==> src/rtl/acx_pkg.sv <==
package acx_pkg;

    localparam int ACX_ACC_W  = 64;
    localparam int ACX_RES_W  = 32;
    localparam int ACX_SH_W   = 5;
    localparam int ACX_HALF_W = 16;

    typedef enum logic [1:0] {
        XM_TRUNC = 2'b00,
        XM_ROUND = 2'b01,
        XM_RSAT  = 2'b10,
        XM_HSAT  = 2'b11
    } xmode_e;

    function automatic logic xmode_rounds(input xmode_e m);
        return (m == XM_ROUND) || (m == XM_RSAT);
    endfunction

endpackage

==> src/rtl/acx_shift.sv <==
module acx_shift #(
    parameter int ACC_W = acx_pkg::ACX_ACC_W,
    parameter int SH_W  = acx_pkg::ACX_SH_W
) (
    input  logic [ACC_W-1:0] acc,
    input  logic [SH_W-1:0]  sh,
    output logic [ACC_W-1:0] shifted,
    output logic [ACC_W:0]   pre
);
    // Plain arithmetic shift for truncate and halfword modes.
    assign shifted = ACC_W'($signed(acc) >>> sh);

    // Rounding intermediate: shift one place less, sign kept as an extra top bit.
    always_comb begin
        if (sh == '0) begin
            pre = {acc[ACC_W-1], acc[ACC_W-2:0], 1'b0};
        end else begin
            pre = {acc[ACC_W-1], ACC_W'($signed(acc) >>> (sh - 1'b1))};
        end
    end
endmodule

==> src/rtl/acx_round.sv <==
module acx_round #(
    parameter int ACC_W = acx_pkg::ACX_ACC_W,
    parameter int RES_W = acx_pkg::ACX_RES_W
) (
    input  logic [ACC_W:0]   pre,
    input  logic             sat_en,
    output logic [RES_W-1:0] word,
    output logic             ovf
);
    localparam logic [RES_W-1:0] POS_RAIL = {1'b0, {(RES_W-1){1'b1}}};
    localparam logic [RES_W-1:0] NEG_RAIL = {1'b1, {(RES_W-1){1'b0}}};

    // Adding one then dropping bit 0 equals adding bit 0 to the upper bits.
    logic [ACC_W-1:0]     halved;
    logic [ACC_W-RES_W:0] upper;

    assign halved = pre[ACC_W:1] + {{(ACC_W-1){1'b0}}, pre[0]};
    assign upper  = halved[ACC_W-1:RES_W-1];
    assign ovf    = (|upper) && !(&upper);

    always_comb begin
        if (sat_en && ovf) begin
            word = halved[ACC_W-1] ? NEG_RAIL : POS_RAIL;
        end else begin
            word = halved[RES_W-1:0];
        end
    end
endmodule

==> src/rtl/acx_clamp.sv <==
module acx_clamp #(
    parameter int ACC_W  = acx_pkg::ACX_ACC_W,
    parameter int RES_W  = acx_pkg::ACX_RES_W,
    parameter int HALF_W = acx_pkg::ACX_HALF_W
) (
    input  logic [ACC_W-1:0] shifted,
    output logic [RES_W-1:0] word,
    output logic             ovf
);
    localparam int EXT_W = RES_W - HALF_W;
    localparam logic [RES_W-1:0] HMAX = {{(EXT_W+1){1'b0}}, {(HALF_W-1){1'b1}}};
    localparam logic [RES_W-1:0] HMIN = {{(EXT_W+1){1'b1}}, {(HALF_W-1){1'b0}}};

    logic [ACC_W-HALF_W:0] hi;
    logic                  neg;

    assign hi  = shifted[ACC_W-1:HALF_W-1];
    assign neg = shifted[ACC_W-1];

    always_comb begin
        if (!neg && (|hi)) begin
            word = HMAX;
            ovf  = 1'b1;
        end else if (neg && !(&hi)) begin
            word = HMIN;
            ovf  = 1'b1;
        end else begin
            word = {{EXT_W{shifted[HALF_W-1]}}, shifted[HALF_W-1:0]};
            ovf  = 1'b0;
        end
    end
endmodule

==> src/rtl/acc_extract.sv <==
module acc_extract
    import acx_pkg::*;
#(
    parameter int ACC_W  = ACX_ACC_W,
    parameter int RES_W  = ACX_RES_W,
    parameter int SH_W   = ACX_SH_W,
    parameter int HALF_W = ACX_HALF_W
) (
    input  logic                 clk,
    input  logic                 rst,
    input  logic                 in_valid,
    input  logic [ACC_W/2-1:0]   acc_hi,
    input  logic [ACC_W/2-1:0]   acc_lo,
    input  logic [SH_W-1:0]      shamt,
    input  logic [1:0]           mode,
    output logic                 out_valid,
    output logic [RES_W-1:0]     result,
    output logic                 ovf_req
);
    localparam logic [RES_W-1:0] POS_RAIL = {1'b0, {(RES_W-1){1'b1}}};
    localparam logic [RES_W-1:0] NEG_RAIL = {1'b1, {(RES_W-1){1'b0}}};

    typedef struct packed {
        logic             vld;
        logic             ovf;
        logic [RES_W-1:0] word;
    } xout_t;

    xmode_e           mode_e;
    logic [ACC_W-1:0] acc;
    logic [ACC_W-1:0] shifted;
    logic [ACC_W:0]   pre;
    logic [RES_W-1:0] rnd_word, hs_word, tr_word;
    logic             rnd_ovf, hs_ovf, tr_ovf;
    logic [ACC_W-RES_W:0] tr_upper;
    xout_t            nxt, cur;
    xmode_e           mode_q;

    assign mode_e = xmode_e'(mode);
    assign acc    = {acc_hi, acc_lo};

    acx_shift #(.ACC_W(ACC_W), .SH_W(SH_W)) u_shift (
        .acc     (acc),
        .sh      (shamt),
        .shifted (shifted),
        .pre     (pre)
    );

    acx_round #(.ACC_W(ACC_W), .RES_W(RES_W)) u_round (
        .pre    (pre),
        .sat_en (mode_e == XM_RSAT),
        .word   (rnd_word),
        .ovf    (rnd_ovf)
    );

    acx_clamp #(.ACC_W(ACC_W), .RES_W(RES_W), .HALF_W(HALF_W)) u_clamp (
        .shifted (shifted),
        .word    (hs_word),
        .ovf     (hs_ovf)
    );

    // Truncate path: low word, flagged when the value leaves the signed range.
    assign tr_word  = shifted[RES_W-1:0];
    assign tr_upper = shifted[ACC_W-1:RES_W-1];
    assign tr_ovf   = (|tr_upper) && !(&tr_upper);

    always_comb begin
        nxt.vld = in_valid;
        if (xmode_rounds(mode_e)) begin
            nxt.word = rnd_word;
            nxt.ovf  = rnd_ovf;
        end else if (mode_e == XM_HSAT) begin
            nxt.word = hs_word;
            nxt.ovf  = hs_ovf;
        end else begin
            nxt.word = tr_word;
            nxt.ovf  = tr_ovf;
        end
        nxt.ovf = nxt.ovf && in_valid;
    end

    always_ff @(posedge clk) begin
        if (rst) begin
            cur    <= '0;
            mode_q <= XM_TRUNC;
        end else begin
            cur.vld <= nxt.vld;
            cur.ovf <= nxt.ovf;
            if (in_valid) begin
                cur.word <= nxt.word;
                mode_q   <= mode_e;
            end
        end
    end

    assign out_valid = cur.vld;
    assign result    = cur.word;
    assign ovf_req   = cur.ovf;

    AST_VALID_LATENCY: assert property (@(posedge clk) disable iff (rst)
        in_valid |=> out_valid);
    AST_FLAG_QUALIFIED: assert property (@(posedge clk) disable iff (rst)
        ovf_req |-> out_valid);
    AST_IDLE_HOLDS: assert property (@(posedge clk) disable iff (rst)
        !in_valid |=> (!out_valid && !ovf_req && $stable(result)));
    AST_RSAT_RAIL: assert property (@(posedge clk) disable iff (rst)
        (out_valid && ovf_req && mode_q == XM_RSAT) |->
        (result == POS_RAIL || result == NEG_RAIL));
    AST_HALF_RANGE: assert property (@(posedge clk) disable iff (rst)
        (out_valid && mode_q == XM_HSAT) |->
        ((&result[RES_W-1:HALF_W-1]) || !(|result[RES_W-1:HALF_W-1])));
    AST_RESET_CLEAR: assert property (@(posedge clk)
        $past(rst) |-> (!out_valid && !ovf_req && result == '0));
endmodule

==> config.mk <==
export PLATFORM = sky130hd
export DESIGN_NAME = acc_extract
export DESIGN_NICKNAME = d
export VERILOG_FILES = /design/src/rtl/acx_pkg.sv /design/src/rtl/acx_shift.sv /design/src/rtl/acx_round.sv /design/src/rtl/acx_clamp.sv /design/src/rtl/acc_extract.sv
export SDC_FILE = /design/constraint.sdc
export NUM_CORES = 1
export LEC_CHECK = 0
export ABC_CLOCK_PERIOD_IN_PS = 9500
export BUFFER_PORTS_ARGS = -buffer_cell sky130_fd_sc_hd__buf_2
export CORE_ASPECT_RATIO = 1.4
export CORE_UTILIZATION = 50
export DETAILED_ROUTE_END_ITERATION = 12
export PLACE_DENSITY_LB_ADDON = 0.12
export SLEW_MARGIN = 20
export SYNTH_ARGS = -nofsm -noshare
export SYNTH_HDL_FRONTEND = slang
export SYNTH_SLANG_ARGS = --single-unit
==> constraint.sdc <==
create_clock -name clk -period 9.5 [get_ports clk]
set_input_delay 0 -clock clk [delete_from_list [all_inputs] [get_ports clk]]
set_output_delay 0 -clock clk [all_outputs]
set_load 0.03 [all_outputs]
==> results.md <==
- In this run, synthesis inferred 0 flip-flops with an integrated enable.
- The run finished with clean final reports.
- Of the synthesized area, sequential elements account for 0.04981.
- The HPWL after detailed placement is between 40,000 and 50,000 um.
- The max-slew violation count was 0.
- The die covers approximately 28,000 um^2.
- The via count of the first global-routing pass was 14,990.
- The summed negative setup slack over all endpoints is 0 ns.
- For this run, the number of Yosys warnings is 0.
- The count of H-tree levels built during CTS is 2.
- The number of buffers added to fix hold violations after cts is 0.
- The total via count after detailed routing is about 16,000.
- The post-cts sizing count is 0.
- The port buffer count is roughly 110.
- The number of endpoints with negative hold slack in the final report was 0.
- The maximum buffer depth of the clock tree is 2.
- The initial utilization of the core area, before any placement, comes to 0.5094.
- The via count normalized by instance count is about 7.4.
- The largest area contributor in the netlist is mux4_2.
- After floorplanning, the core was sized to cover 26,830 um^2.
- The area share of the leading cell type in the synthesized netlist is 0.1434.
- The final cycle utilization of the critical path is 0.8175.
- The cell area after synthesis is roughly 14,000 um^2.
- The final number of setup-violating endpoints is 0.
- The global-route wire length before repair is 93,830 um.
- The clock tree from TritonCTS is yes.
- For this run the aggregate overflow at the end of global routing stands at 0.
- The die outline height is 197.6 um.
- The filler cell count is 2,726.
- The insertion delay to the later sink of the worst-skew pair is 0.28 ns.
- Dividing the detail-routed wire length by the instance count gives between 20 and 30 um.
- Once layout is complete, the utilization of the core stands at 0.5318.
- The clock period minus worst slack is a little under 8 ns.
- The count of cells in the finished layout, fillers not included, comes to approximately 2,200.
- Entering global routing, the biggest net connects between 80 and 90 pins.
- The overall track demand over capacity in global routing is 0.4466.
- The cell count after synthesis is about 1,900.
- The leakage power summed over all cells is between 0.005 and 0.006 uW.
- The final routed wirelength across all metal layers is about 63,000 um.
- Ranked by total cell area, the synthesized netlist is headed by mux4_2, mux2i_1, nor2_1.
- The number of different library cells used by synthesis comes to ~100.
- Buffers added to address setup during post-CTS repair amount to 0.
- In the synthesized netlist, the cells that appear most often are nor2_1, nand2_1, mux2i_1.
- The worst flop-to-flop path startpoint is result[5].
- The number of antenna violations at the first check in global routing is 1.
- The critical path startpoint is shamt[0].
- In the synthesized netlist the dominant register cell turns out to be dfxtp_1.
- The number of routed nets with antenna violations is 0.
- The die width is between 100 and 150 um.
- The worst setup path is of the in2reg kind.
- The class of the worst hold path is in2reg.
- For this design the ratio of total power to cell area is 106.1 nW/um^2.
- Setup repair after global routing left no endpoint under its margin.
- The required time at the worst-slack endpoint is 9.64 ns.
- Counting every net in the synthesized netlist gives around 1,900.
- The top fanout value on the critical path is 80.
- The element type at the critical path start is an input pin.
- The cell at the root of the clock tree is clkbuf_16.
- The number of maximum-capacitance constraint violations is 0.
- The tightest slew margin relative to the limit is 0.1423.
- The fraction of final layout cells sized beyond drive strength 1 is 0.2061.
- The source of the worst hold timing path is rst.
- After detailed routing, the number of remaining DRC violations is 0.
- The worst path arrival time is between 7 and 8 ns.
- The mean area per synthesized cell is 7.316 um^2.
- The synthesized flop and latch total is 34.
- The most common cell in the netlist is nor2_1.
- The post-layout net count is 1,923.
- After clock tree synthesis, the clock-pin slew on the worst setup and hold paths is approximately 0.05 ns.
- The number of clock sinks is 34.
- The maximum ir drop on the vdd rail is about 59 uV.
- The length of the first detailed-routing pass in iterations is 7.
- The synthesis-to-finish area growth is 4.395%.
- In this run, the number of DRC markers left after iteration 0 of detailed routing was about 1,900.
- The global placement routability congestion is about 1.1.
- The worst setup path is captured at a flip-flop.
- Timing would allow up to approximately 130 MHz.
- The async set or reset register ratio after synthesis is 0.
- The repair_antennas step left the layout with diodes totalling 0.
- The number of rows in the core area is 71.
- Total power for the finished layout comes to ~1500 uW.
- around 110 I/O pins were placed.
- The maximum clock skew at final layout is 0 ns.
- Clock tree synthesis inserted a total of 5 buffers.
- The slew of the pin with the lowest slew margin is 1.281 ns.
- The post-placement cell count is ~2,200.
[area by class of cell]
class / count / area [um^2] / share of cell area
tap: 365 / 456.7 / 0.03201
multi-input combinational: 1628 / 12040 / 0.8441
clock inverter: 1 / 5.005 / 0.0003508
inverter: 29 / 110.1 / 0.007718
clock buffer: 7 / 142.6 / 0.009998
sequential: 34 / 680.7 / 0.04771
timing repair buffer: 145 / 829.5 / 0.05815
[state kept, by name, summed over array words and instances (netlist names)]
| signal | flops |
|---|---|
| result | 32 |
| ovf_req | 1 |
| out_valid | 1 |
[logic make-up after synthesis]
family,after synthesis,synth area share
AOI/OAI and AO/OA,473,0.2389
xor gates and xnor gates,58,0.03910
adders and majority gates,6,0.005493
buffers and inverters,206,0.07206
DFF,34,0.04981
muxes,282,0.2959
and+or+nand+nor,809,0.2988
[power by group]
group | internal [uW] | switching, uW | leakage [uW]
registers | 159 | 8.51 | 0.000282
clock network | 104 | 58.9 | 0.0000739
logic | 412 | 771 | 0.00498
total | 675 | 839 | 0.00533
[layer usage]
| metal | vias to the layer above | share of wire | GRT usage |
|---|---|---|---|
| li1 | 7111 | - | - |
| met1 | 7810 | 0.37 | 0.5539 |
| met2 | 1128 | 0.45 | 0.7172 |
| met3 | 278 | 0.098 | 0.06206 |
| met4 | 2 | 0.079 | 0.3019 |
| met5 | - | 0.00027 | 0 |
[worst paths after layout]
path,endpoint,slack (ns),depth (start not counted)
max reg2reg,result[5],8.74,2
max,result[5],1.73,26
min,result[0],0.01,2
min reg2reg,result[11],0.45,2
[stage by stage]
stage	hold slack, ns	area, um^2	setup slack, ns
floorplan	0.3561	13670	2.447
global placement	0.3067	14120	1.721
detailed placement	0.3132	14120	1.537
CTS	0.01177	14270	1.858
global route	0.04958	14270	1.370
finish	0.01462	14270	1.734
[worst max-delay path: stages]
cell and delay, ns:
buf_6 0.55, clkinv_2 0.20, ha_4 0.33, xnor2_4 0.51, buf_4 0.55, nor3_1 0.09
and4bb_2 0.40, a211oi_1 0.10, a21o_1 0.17, a21oi_1 0.15, ha_1 0.22, o221ai_1 0.15
a2111oi_2 0.39, or4b_4 0.55, nor4_1 0.27, nand4_1 0.46, nor4_1 0.48, xnor2_1 0.16
buf_4 0.22, nand2_1 0.07, nor4_1 0.29, nand4_1 0.22, o311ai_4 0.31, buf_4 0.41
nand3b_1 0.38, a311oi_1 0.17
[cell usage in the layout (no fill, tap or decap), drive strengths merged, types with 8 or more instances in the layout]
cell and n:
nor2 228, nand2 219, buf 145, mux2i 125, a21oi 101, o21ai 92, mux4 90, nand3 86
mux2 67, nor3 63, nor4 44, xnor2 38, a211oi 35, dfxtp 34, o22ai 30, nand4 30
o211ai 27, inv 26, xor2 20, a31oi 20, nor2b 15, or2 15, a211o 13, and2 13
and3 13, a21o 12, or3 12, nor4b 12, a22oi 11, a32o 11, a311oi 11, a31o 11
nand2b 9, nand3b 9, a221oi 9, a2bb2oi 8
(Power assumes the default switching activity.)
